===== src/rtl/eep_pkg.sv =====
package eep_pkg;

  localparam logic [7:0] OP_WREN  = 8'h06;
  localparam logic [7:0] OP_WRDI  = 8'h04;
  localparam logic [7:0] OP_RDSR  = 8'h05;
  localparam logic [7:0] OP_WRSR  = 8'h01;
  localparam logic [7:0] OP_READ  = 8'h03;
  localparam logic [7:0] OP_WRITE = 8'h02;

  typedef enum logic [2:0] {
    CMD_NONE, CMD_WREN, CMD_WRDI, CMD_RDSR, CMD_WRSR, CMD_READ, CMD_WRITE
  } cmd_e;

  function automatic cmd_e eep_decode(input logic [7:0] op);
    case (op)
      OP_WREN:  return CMD_WREN;
      OP_WRDI:  return CMD_WRDI;
      OP_RDSR:  return CMD_RDSR;
      OP_WRSR:  return CMD_WRSR;
      OP_READ:  return CMD_READ;
      OP_WRITE: return CMD_WRITE;
      default:  return CMD_NONE;
    endcase
  endfunction

  // top2: the two most significant address bits
  function automatic logic eep_locked(input logic [1:0] bp, input logic [1:0] top2);
    case (bp)
      2'b00:   return 1'b0;
      2'b01:   return top2 == 2'b11;
      2'b10:   return top2[1];
      default: return 1'b1;
    endcase
  endfunction

  function automatic logic [7:0] eep_status_byte(input logic [1:0] bp, input logic wel);
    return {4'b0000, bp, wel, 1'b0};
  endfunction

endpackage


===== src/rtl/eep_spi_front.sv =====
module eep_spi_front #(
  parameter int CNT_W = 6
) (
  input  logic             clk,
  input  logic             rst_n,
  input  logic             sclk_i,
  input  logic             cs_n_i,
  input  logic             mosi_i,
  input  logic             wp_n_i,
  output logic             sel,
  output logic             cs_rise,
  output logic             sclk_fall,
  output logic             byte_done,
  output logic [7:0]       byte_val,
  output logic [2:0]       bit_pos,
  output logic [CNT_W-1:0] byte_cnt,
  output logic             wp_s
);

  logic [2:0] sclk_s;
  logic [2:0] cs_s;
  logic [1:0] mosi_s;
  logic [1:0] wp_q;
  logic [6:0] sh;
  logic       sclk_rise;

  always_ff @(posedge clk or negedge rst_n) begin
    if (!rst_n) begin
      sclk_s <= '0;
      cs_s   <= '1;
      mosi_s <= '0;
      wp_q   <= '1;
    end else begin
      sclk_s <= {sclk_s[1:0], sclk_i};
      cs_s   <= {cs_s[1:0], cs_n_i};
      mosi_s <= {mosi_s[0], mosi_i};
      wp_q   <= {wp_q[0], wp_n_i};
    end
  end

  assign sel       = !cs_s[1];
  assign cs_rise   = cs_s[1] && !cs_s[2];
  assign sclk_rise = sel && sclk_s[1] && !sclk_s[2];
  assign sclk_fall = sel && !sclk_s[1] && sclk_s[2];
  assign wp_s      = wp_q[1];
  assign byte_val  = {sh, mosi_s[1]};
  assign byte_done = sclk_rise && (bit_pos == 3'd7);

  always_ff @(posedge clk or negedge rst_n) begin
    if (!rst_n) begin
      sh       <= '0;
      bit_pos  <= '0;
      byte_cnt <= '0;
    end else if (!sel) begin
      bit_pos  <= '0;
      byte_cnt <= '0;
    end else if (sclk_rise) begin
      sh      <= byte_val[6:0];
      bit_pos <= bit_pos + 3'd1;
      if (bit_pos == 3'd7 && byte_cnt != '1)
        byte_cnt <= byte_cnt + 1'b1;
    end
  end

endmodule


===== src/rtl/eep_status.sv =====
module eep_status (
  input  logic       clk,
  input  logic       rst_n,
  input  logic       set_wel,
  input  logic       clr_wel,
  input  logic       bp_we,
  input  logic [1:0] bp_in,
  output logic       wel,
  output logic [1:0] bp
);

  always_ff @(posedge clk or negedge rst_n) begin
    if (!rst_n) begin
      wel <= 1'b0;
      bp  <= 2'b00;
    end else begin
      if (set_wel)      wel <= 1'b1;
      else if (clr_wel) wel <= 1'b0;
      if (bp_we)        bp  <= bp_in;
    end
  end

endmodule


===== src/rtl/eep_wbuf.sv =====
module eep_wbuf
  import eep_pkg::*;
#(
  parameter int ADDR_W = 15,
  parameter int DEPTH  = 16,
  localparam int IDX_W = $clog2(DEPTH),
  localparam int CW    = $clog2(DEPTH + 1)
) (
  input  logic              clk,
  input  logic              rst_n,
  input  logic              st_we,
  input  logic [IDX_W-1:0]  st_idx,
  input  logic [7:0]        st_data,
  input  logic              start,
  input  logic [ADDR_W-1:0] start_addr,
  input  logic [CW-1:0]     start_cnt,
  input  logic [1:0]        bp,
  output logic              busy,
  output logic              com_req,
  output logic [ADDR_W-1:0] com_addr,
  output logic [7:0]        com_data
);

  logic [7:0]        buf_q [DEPTH];
  logic [CW-1:0]     left;
  logic [IDX_W-1:0]  rd_idx;
  logic [ADDR_W-1:0] cur;

  always_ff @(posedge clk) begin
    if (st_we) buf_q[st_idx] <= st_data;
  end

  always_ff @(posedge clk or negedge rst_n) begin
    if (!rst_n) begin
      left   <= '0;
      rd_idx <= '0;
      cur    <= '0;
    end else if (start) begin
      left   <= start_cnt;
      rd_idx <= '0;
      cur    <= start_addr;
    end else if (busy) begin
      left   <= left - 1'b1;
      rd_idx <= rd_idx + 1'b1;
      cur    <= cur + 1'b1;
    end
  end

  assign busy     = (left != '0);
  assign com_req  = busy && !eep_locked(bp, cur[ADDR_W-1 -: 2]);
  assign com_addr = cur;
  assign com_data = buf_q[rd_idx];

endmodule


===== src/rtl/eep_prot_ctrl.sv =====
module eep_prot_ctrl
  import eep_pkg::*;
#(
  parameter int ADDR_W = 15,
  parameter int DEPTH  = 16
) (
  input  logic              clk,
  input  logic              rst_n,
  input  logic              spi_cs_n,
  input  logic              spi_sclk,
  input  logic              spi_mosi,
  output logic              spi_miso,
  input  logic              wp_n,
  output logic              mem_req,
  output logic              mem_we,
  output logic [ADDR_W-1:0] mem_addr,
  output logic [7:0]        mem_wdata,
  input  logic [7:0]        mem_rdata
);

  localparam int IDX_W = $clog2(DEPTH);
  localparam int CW    = $clog2(DEPTH + 1);
  localparam int CNT_W = $clog2(DEPTH + 8) + 1;

  logic             sel, cs_rise, sclk_fall, byte_done, wp_s;
  logic [7:0]       byte_val;
  logic [2:0]       bit_pos;
  logic [CNT_W-1:0] byte_cnt;

  eep_spi_front #(.CNT_W(CNT_W)) u_front (
    .clk(clk), .rst_n(rst_n), .sclk_i(spi_sclk), .cs_n_i(spi_cs_n),
    .mosi_i(spi_mosi), .wp_n_i(wp_n), .sel(sel), .cs_rise(cs_rise),
    .sclk_fall(sclk_fall), .byte_done(byte_done), .byte_val(byte_val),
    .bit_pos(bit_pos), .byte_cnt(byte_cnt), .wp_s(wp_s)
  );

  // decode state, held for the selected window
  cmd_e              cmd_q;
  logic [ADDR_W-9:0] a_hi_q;
  logic [ADDR_W-1:0] base_q;
  logic [1:0]        sr_bp_q;
  logic [ADDR_W-1:0] addr_full;
  logic [CNT_W-1:0]  n_data;

  assign addr_full = {a_hi_q, byte_val};
  assign n_data    = byte_cnt - CNT_W'(3);

  always_ff @(posedge clk or negedge rst_n) begin
    if (!rst_n) begin
      cmd_q   <= CMD_NONE;
      a_hi_q  <= '0;
      base_q  <= '0;
      sr_bp_q <= '0;
    end else if (!sel) begin
      cmd_q <= CMD_NONE;
    end else if (byte_done) begin
      if (byte_cnt == CNT_W'(0)) cmd_q <= eep_decode(byte_val);
      if (byte_cnt == CNT_W'(1)) begin
        a_hi_q <= byte_val[ADDR_W-9:0];
        if (cmd_q == CMD_WRSR) sr_bp_q <= byte_val[3:2];
      end
      if (byte_cnt == CNT_W'(2)) base_q <= addr_full;
    end
  end

  // acceptance events
  logic       wel;
  logic [1:0] bp;
  logic       aligned, wren_ok, wrdi_ok, wrsr_ok, write_ok;

  assign aligned  = (bit_pos == 3'd0);
  assign wren_ok  = cs_rise && aligned && cmd_q == CMD_WREN;
  assign wrdi_ok  = cs_rise && aligned && cmd_q == CMD_WRDI;
  assign wrsr_ok  = cs_rise && aligned && cmd_q == CMD_WRSR
                    && byte_cnt >= CNT_W'(2) && wel;
  assign write_ok = cs_rise && aligned && cmd_q == CMD_WRITE
                    && byte_cnt >= CNT_W'(4) && wel;

  eep_status u_status (
    .clk(clk), .rst_n(rst_n), .set_wel(wren_ok),
    .clr_wel(wrdi_ok || wrsr_ok || write_ok),
    .bp_we(wrsr_ok && wp_s), .bp_in(sr_bp_q), .wel(wel), .bp(bp)
  );

  // write buffer and commit
  logic              st_we, com_busy, com_req;
  logic [CW-1:0]     start_cnt;
  logic [ADDR_W-1:0] com_addr;
  logic [7:0]        com_data;

  assign st_we     = byte_done && cmd_q == CMD_WRITE && byte_cnt >= CNT_W'(3)
                     && n_data < CNT_W'(DEPTH);
  assign start_cnt = (n_data > CNT_W'(DEPTH)) ? CW'(DEPTH) : n_data[CW-1:0];

  eep_wbuf #(.ADDR_W(ADDR_W), .DEPTH(DEPTH)) u_wbuf (
    .clk(clk), .rst_n(rst_n), .st_we(st_we), .st_idx(n_data[IDX_W-1:0]),
    .st_data(byte_val), .start(write_ok), .start_addr(base_q),
    .start_cnt(start_cnt), .bp(bp), .busy(com_busy), .com_req(com_req),
    .com_addr(com_addr), .com_data(com_data)
  );

  // read and status output path
  logic              fetch_q, cap_q;
  logic [ADDR_W-1:0] fetch_addr, rd_next;
  logic [7:0]        tx_next, tx_sr;
  logic              rdsr_load, read_load, read_start;

  assign rdsr_load  = cmd_q == CMD_RDSR && aligned && byte_cnt != '0;
  assign read_load  = cmd_q == CMD_READ && aligned && byte_cnt >= CNT_W'(3);
  assign read_start = byte_done && byte_cnt == CNT_W'(2) && cmd_q == CMD_READ;

  always_ff @(posedge clk or negedge rst_n) begin
    if (!rst_n) begin
      fetch_q    <= 1'b0;
      cap_q      <= 1'b0;
      fetch_addr <= '0;
      rd_next    <= '0;
      tx_next    <= '0;
      tx_sr      <= '0;
    end else begin
      fetch_q <= 1'b0;
      cap_q   <= fetch_q;
      if (cap_q) tx_next <= mem_rdata;
      if (!sel) begin
        tx_sr <= '0;
      end else if (sclk_fall) begin
        if (rdsr_load) begin
          tx_sr <= eep_status_byte(bp, wel);
        end else if (read_load) begin
          tx_sr      <= tx_next;
          fetch_q    <= 1'b1;
          fetch_addr <= rd_next;
          rd_next    <= rd_next + 1'b1;
        end else begin
          tx_sr <= {tx_sr[6:0], 1'b0};
        end
      end
      if (read_start) begin
        fetch_q    <= 1'b1;
        fetch_addr <= addr_full;
        rd_next    <= addr_full + 1'b1;
      end
    end
  end

  assign spi_miso  = tx_sr[7];
  assign mem_req   = com_req || fetch_q;
  assign mem_we    = com_req;
  assign mem_addr  = com_req ? com_addr : fetch_addr;
  assign mem_wdata = com_data;

endmodule


===== config.mk =====
export PLATFORM = sky130hd
export DESIGN_NAME = eep_prot_ctrl
export DESIGN_NICKNAME = d
export VERILOG_FILES = /design/src/rtl/eep_pkg.sv /design/src/rtl/eep_spi_front.sv /design/src/rtl/eep_status.sv /design/src/rtl/eep_wbuf.sv /design/src/rtl/eep_prot_ctrl.sv
export SDC_FILE = /design/constraint.sdc
export NUM_CORES = 1
export LEC_CHECK = 0
export BUFFER_PORTS_ARGS = -buffer_cell sky130_fd_sc_hd__buf_2
export CAP_MARGIN = 25
export CORE_MARGIN = 5
export CORE_UTILIZATION = 35
export CTS_CLUSTER_SIZE = 20
export DETAILED_ROUTE_END_ITERATION = 12
export GPL_ROUTABILITY_DRIVEN = 0
export PLACE_DENSITY = 0.49
export SLEW_MARGIN = 15
export SYNTH_ARGS = -nofsm -noshare
export SYNTH_HDL_FRONTEND = slang
export SYNTH_SLANG_ARGS = --single-unit

===== constraint.sdc =====
create_clock -name clk -period 2.8 [get_ports clk]
set_clock_uncertainty 0.15 [all_clocks]
set_input_delay 0 -clock clk [delete_from_list [all_inputs] [get_ports clk]]
set_output_delay 0 -clock clk [all_outputs]
set_load 0.1 [all_outputs]

Word-level counts from Yosys, hierarchy flattened
Memories as Yosys holds them, arrays and structs flattened.
Index checks and enable logic that the tools add are counted.
{"block": "totals", "register_bits": 128, "latchBits": 0, "ram_bits": 128, "mem_bits_ro": 0, "inputBits": 14, "out_inout_bits": 26, "word_cells": 155, "mem_count": 1}
{"name": "u_wbuf.buf_q", "depth": 16, "width": 8, "read_ports": 1, "rd_clocked_by_memory_dff": 0, "wr": 1, "line": "eep_wbuf.sv:24", "source": "logic [7:0] buf_q [DEPTH];"}
{"block": "classes", "add_sub_neg": 8, "n_mul": 0, "div": 0, "n_lt_le_gt_ge": 5, "n_eq_ne": 21, "shift": 0, "muxes": 41, "bitwise": 1, "reduce_logical": 56}
{"op": "$mux 15", "count": 13}
{"op": "$add 15x1->15 const B", "count": 3}
{"op": "$mux 8", "count": 4}
{"op": "$logic_and 1x1->1", "count": 27}
{"op": "$eq 8x3->1 const B", "count": 3}
{"op": "$mux 6", "count": 3}
{"op": "$pmux 3 s6", "count": 1}
{"op": "$reduce_bool 2->1", "count": 9}
{"op": "$eq 8x2->1 const B", "count": 2}
{"op": "$mux 3", "count": 5}
{"op": "$mux 5", "count": 3}
{"op": "$eq 3x3->1 const B", "count": 4}
{"op": "$ge 6x2->1 const B", "count": 2}
{"op": "$mux 1", "count": 9}
{"op": "$eq 8x1->1 const B", "count": 1}
{"op": "$mux 4", "count": 2}
{"op": "$reduce_and 4->1", "count": 2}
{"op": "$add 6x1->6 const B", "count": 1}
{"op": "$eq 3x2->1 const B", "count": 2}
{"op": "$eq 6x1->1 const B", "count": 1}
{"op": "$eq 6x2->1 const B", "count": 1}
{"op": "$ge 6x3->1 const B", "count": 1}
{"op": "$gt 6x5->1 const B", "count": 1}
{"op": "$logic_not 6->1", "count": 1}
{"op": "21 further kinds", "count": 31}

Longest topological paths before layout
{"block": "logic_depth", "depth_word": 10, "depth_mapped": 10, "mapped_depth_nobuf": 8}

By module
From an unflattened synthesis, not the netlist that was laid out.
{"block": "unflattened", "hier_cells": 839, "hier_area_um2": 11468.5}
{"mod": "eep_wbuf", "n_inst": 1, "cells_per_inst": 362, "area_each_um2": 6239.7, "seq_area_each_um2": 4444.3}
{"mod": "eep_prot_ctrl", "n_inst": 1, "cells_per_inst": 398, "area_each_um2": 4101.4, "seq_area_each_um2": 1876.8}
{"mod": "eep_spi_front", "n_inst": 1, "cells_per_inst": 72, "area_each_um2": 1018.5, "seq_area_each_um2": 656.9}
{"mod": "eep_status", "n_inst": 1, "cells_per_inst": 7, "area_each_um2": 108.9, "seq_area_each_um2": 75.1}

Worst setup path before layout
No wires, ideal clock.
{"block": "synth_timing", "path_kind": "reg2out", "from": "reg u_wbuf.left[0]", "to": "out mem_addr[10]", "t_arrival_ns": 3.017, "required_time_ns": 2.650, "slack_ns": -0.367, "stages_incl_launch_ff": 9, "path_buffers": 1, "cell_sequence": "dfrtp_1 inv_1 ha_1 or4b_2 nand3_1 inv_1 clkbuf_1 nand2_1 nand2_1"}
{"block": "synth_via", "elab_chain_len": 3}
{"element": "start, declared", "line": "eep_wbuf.sv:25", "source": "logic [CW-1:0] left;"}
{"element": "start signal, assigned", "line": "eep_wbuf.sv:39", "source": "left <= start_cnt;"}
{"element": "start signal, assigned", "line": "eep_wbuf.sv:43", "source": "left <= left - 1'b1;"}
{"element": "$reduce_bool 5->1", "line": "eep_wbuf.sv:49", "source": "assign busy = (left != '0);"}
{"element": "$logic_and 1x1->1", "line": "eep_wbuf.sv:50", "source": "assign com_req = busy && !eep_locked(bp, cur[ADDR_W-1 -: 2]);"}
{"element": "named net mem_we", "line": "eep_prot_ctrl.sv:15", "source": "output logic mem_we,"}
{"element": "$mux 15", "line": "eep_prot_ctrl.sv:149", "source": "assign mem_addr = com_req ? com_addr : fetch_addr;"}
{"element": "end, declared", "line": "eep_prot_ctrl.sv:16", "source": "output logic [ADDR_W-1:0] mem_addr,"}
The timed path passes the listed nets, and every way through them passes these cells.

Final worst setup path
{"block": "layout_timing", "from": "reg u_wbuf.rd_idx[0]", "to": "out mem_wdata[1]"}
{"block": "layout_via", "elab_chain_len": 1}
{"element": "start, declared", "line": "eep_wbuf.sv:26", "source": "logic [IDX_W-1:0] rd_idx;"}
{"element": "start signal, assigned", "line": "eep_wbuf.sv:44", "source": "rd_idx <= rd_idx + 1'b1;"}
{"element": "$mem_v2 16x8"}
{"element": "end, declared", "line": "eep_prot_ctrl.sv:17", "source": "output logic [7:0] mem_wdata,"}
No other way between the ends.

==> metrics <==
WL/cell 19.46 µm; CP most frequent cell mux4_2; site row count 65; Worst Hold Depth 3; unrepaired setup endpoints after global routing false; GRT Util Overall 15.04%; ANT cells 0; status finished, final reports clean; Post-Synthesis Cells 845; Via density 4.997; first-pass GRT wire length 42.50 mm; register bit total from synthesis 256; initial antenna violation count 1; CP arrival 2.57 ns; register area 7054 µm²; Tmin final 2.719 ns; FF-to-FF setup slack 0.19 ns; Clk Latency, worst-skew pair 0.55 ns; most frequent cells in the layout edfxtp_1 (128), dfrtp_1 (122), nand2_1 (120); Post-synth top flop edfxtp_1; vias in the first global route 7127; vias 6871; pin count of the biggest net entering global routing 62; Die Ht 189.9 µm; CTS max path bufs 3; Syn Std Cell Area 11320 µm²; Final HPWL DP 17.28 mm; share of cells above drive strength 1 26.00%; die width 189.9 µm; I/O Buffers 39; Worst Hold Endpoint tx_next[2]; CP bufs+invs 2; initial core utilization 35.70%; Layout area overhead 22.99%; CP top delay family multiplexers; Crit. End Element primary output; Yosys cell types 59; Slew @ Worst Pin 0.6997 ns; core area 31720 µm²; max_cap viols 0; boundary pin count 40; final wirelength 26.76 mm; DRC violations left 0; Max Slew Vio Count 0; Worst Hold Class input pin to register; CP peak stage delay 0.58 ns; final hold vios 0; Iter 0 DRT Violations 459; worst r2r src u_front.byte_cnt[2]; multi-input logic area 4085 µm²; Fin Hold WS 0.07752 ns; part of the Yosys area used for sequential elements 62.28%; H-tree levels 1; hold path startpoint mem_rdata[2]; CTS tree yes; cells along the critical path buf_12 -> mux4_2 -> mux4_2 -> clkbuf_4; worst reg2reg endpoint rd_next[9]; Crit Path Max Fanout 13; worst-case vdd ir drop 477.5 µV; Leakage 5.555 nW; worst path required time 2.65 ns; ANT nets after route 0; Max-Slew Margin vs Limit 53.36%; total power 9.049 mW; CP Launch Type register; Synth area leaders edfxtp_1 (34%), dfrtp_1 (27%), mux4_2 (8.0%); Pre-Repair DR Iteration Count 5; critical path's slowest cell mux4_2; die footprint 36050 µm²; GRT Residual Overflow 0; Post-Syn Area per Cell 13.40 µm²; FMAX 367.8 MHz; crit path kind register to primary output; clk root buf clkbuf_16; Synth async-reset ratio 50.00%; Final TNS setup 0 ns; PwrDens 649.7 nW/µm²; TritonCTS Buffers 29; Synth area leader edfxtp_1; clock-pin slew on the worst setup and hold paths 0.06 ns; nets 977; crit share post-route 97.11%; R2R depth 8; endpoints failing setup 0; EDFF count, synth 128; commonest non-fill, non-tap cell in the layout edfxtp_1; Synth top area share 33.94%; fill count 2854; Ys Warns 0; Syn Nets 872; Clock Sinks 256
-- metrics by stage --
| step | cells | util (%) | instance area (µm²) | setup slack, ns |
|---|---|---|---|---|
| 5_1_grt | 1375 | 43.91 | 13930 | 0.003706 |
| 6_report | 1375 | 43.91 | 13930 | 0.08090 |
| 4_1_cts | 1374 | 43.83 | 13900 | 0.006978 |
| 3_5_place_dp | 1298 | 39.61 | 12560 | 0.1997 |
| 3_3_place_gp | 1298 | 39.61 | 12560 | 0.1883 |
| 2_1_floorplan | 845 | - | 11350 | 0.1189 |
-- routing by layer --
metal | track usage (%) | wire length (µm) | up-vias
met4 | 3.088 | 483 | 0
met3 | 1.743 | 817 | 32
met2 | 24.33 | 12370 | 98
met1 | 22.07 | 13090 | 3458
li1 | - | - | 3283
met5 | 0 | 0 | -
-- flip-flops by register name, summed over array words and instances, names as in the netlist, 7 cells and up --
name and cells:
a_hi_q 7, base_q 15, fetch_addr 15, rd_next 15, tx_next 8, tx_sr 8, u_front.sh 7, u_wbuf.buf_q 128
u_wbuf.com_addr 15
-- cell families (layout without fill, tap and decap cells) --
family	Yosys count	in the layout	synth area share (%)
flops	256	256	62.28
simple gates	269	269	10.99
mux	104	104	14.06
buf+inv	56	184	2.088
fa+ha+maj	13	13	1.436
xor+xnor	55	55	4.254
compound gates	92	92	4.884
-- timing repair --
| item | CTS | global route |
|---|---|---|
| setup endpoints to repair | 25 | 15 |
| buffers inserted | 3 | 1 |
| gates resized for setup | 4 | 7 |
| endpoints found under the hold margin | 135 | 0 |
| hold buffers | 19 | 0 |
-- cell type report --
class / count / area share (%)
Sequential cell: 256 / 50.65
Multi-Input combinational cell: 533 / 29.33
Timing Repair Buffer: 118 / 8.211
Clock buffer: 35 / 5.587
Tap cell: 402 / 3.611
Clock inverter: 19 / 2.264
Inverter: 12 / 0.3503
-- synthesized netlist by cell type, types with 3 or more instances --
cell type and n:
and4_1 3, edfxtp_1 128, buf_2 6, nand4_1 9, nor2_1 47, xnor2_1 23, xor2_1 32, o31ai_1 6
a21oi_1 14, a211oi_1 6, ha_1 13, a31oi_1 3, nand3_1 30, nor2b_1 5, mux4_2 40, nand2_1 131
nor3_1 11, mux2i_1 26, buf_1 5, dfrtp_1 123, buf_4 3, nand2b_1 5, and3_1 10, o21ai_0 51
inv_1 12, clkbuf_1 29, mux2_2 36, dfstp_2 5
-- worst reg2reg max path, cell delays in order (launching register included) --
cell and delay, ns:
dfrtp_1 0.42, or4_4 0.55, nor4b_4 0.22, buf_4 0.20, buf_12 0.24, mux2_1 0.37, nand2_1 0.10, xor2_1 0.15
mux2i_1 0.09
-- how the worst max path moves through the flow --
stage                              startpoint      endpoint  slack (ns)  cells past startpoint
after floorplan                u_wbuf.left[0]  mem_addr[10]        0.12                      8
after global placement    u_front.byte_cnt[2]    rd_next[9]        0.19                      8
after detailed placement  u_front.byte_cnt[2]    rd_next[9]        0.20                      8
after CTS                    u_wbuf.rd_idx[0]  mem_wdata[1]       0.007                      4
after global routing         u_wbuf.rd_idx[0]  mem_wdata[1]       0.004                      4
final                        u_wbuf.rd_idx[0]  mem_wdata[1]        0.08                      4
-- power breakdown --
| part | total [mW] | switching [mW] | internal [mW] |
|---|---|---|---|
| Combinational | 0.566 | 0.421 | 0.145 |
| Sequential | 4.21 | 0.0359 | 4.17 |
| Clock | 4.28 | 1.56 | 2.72 |
(Power assumes the default switching activity.)
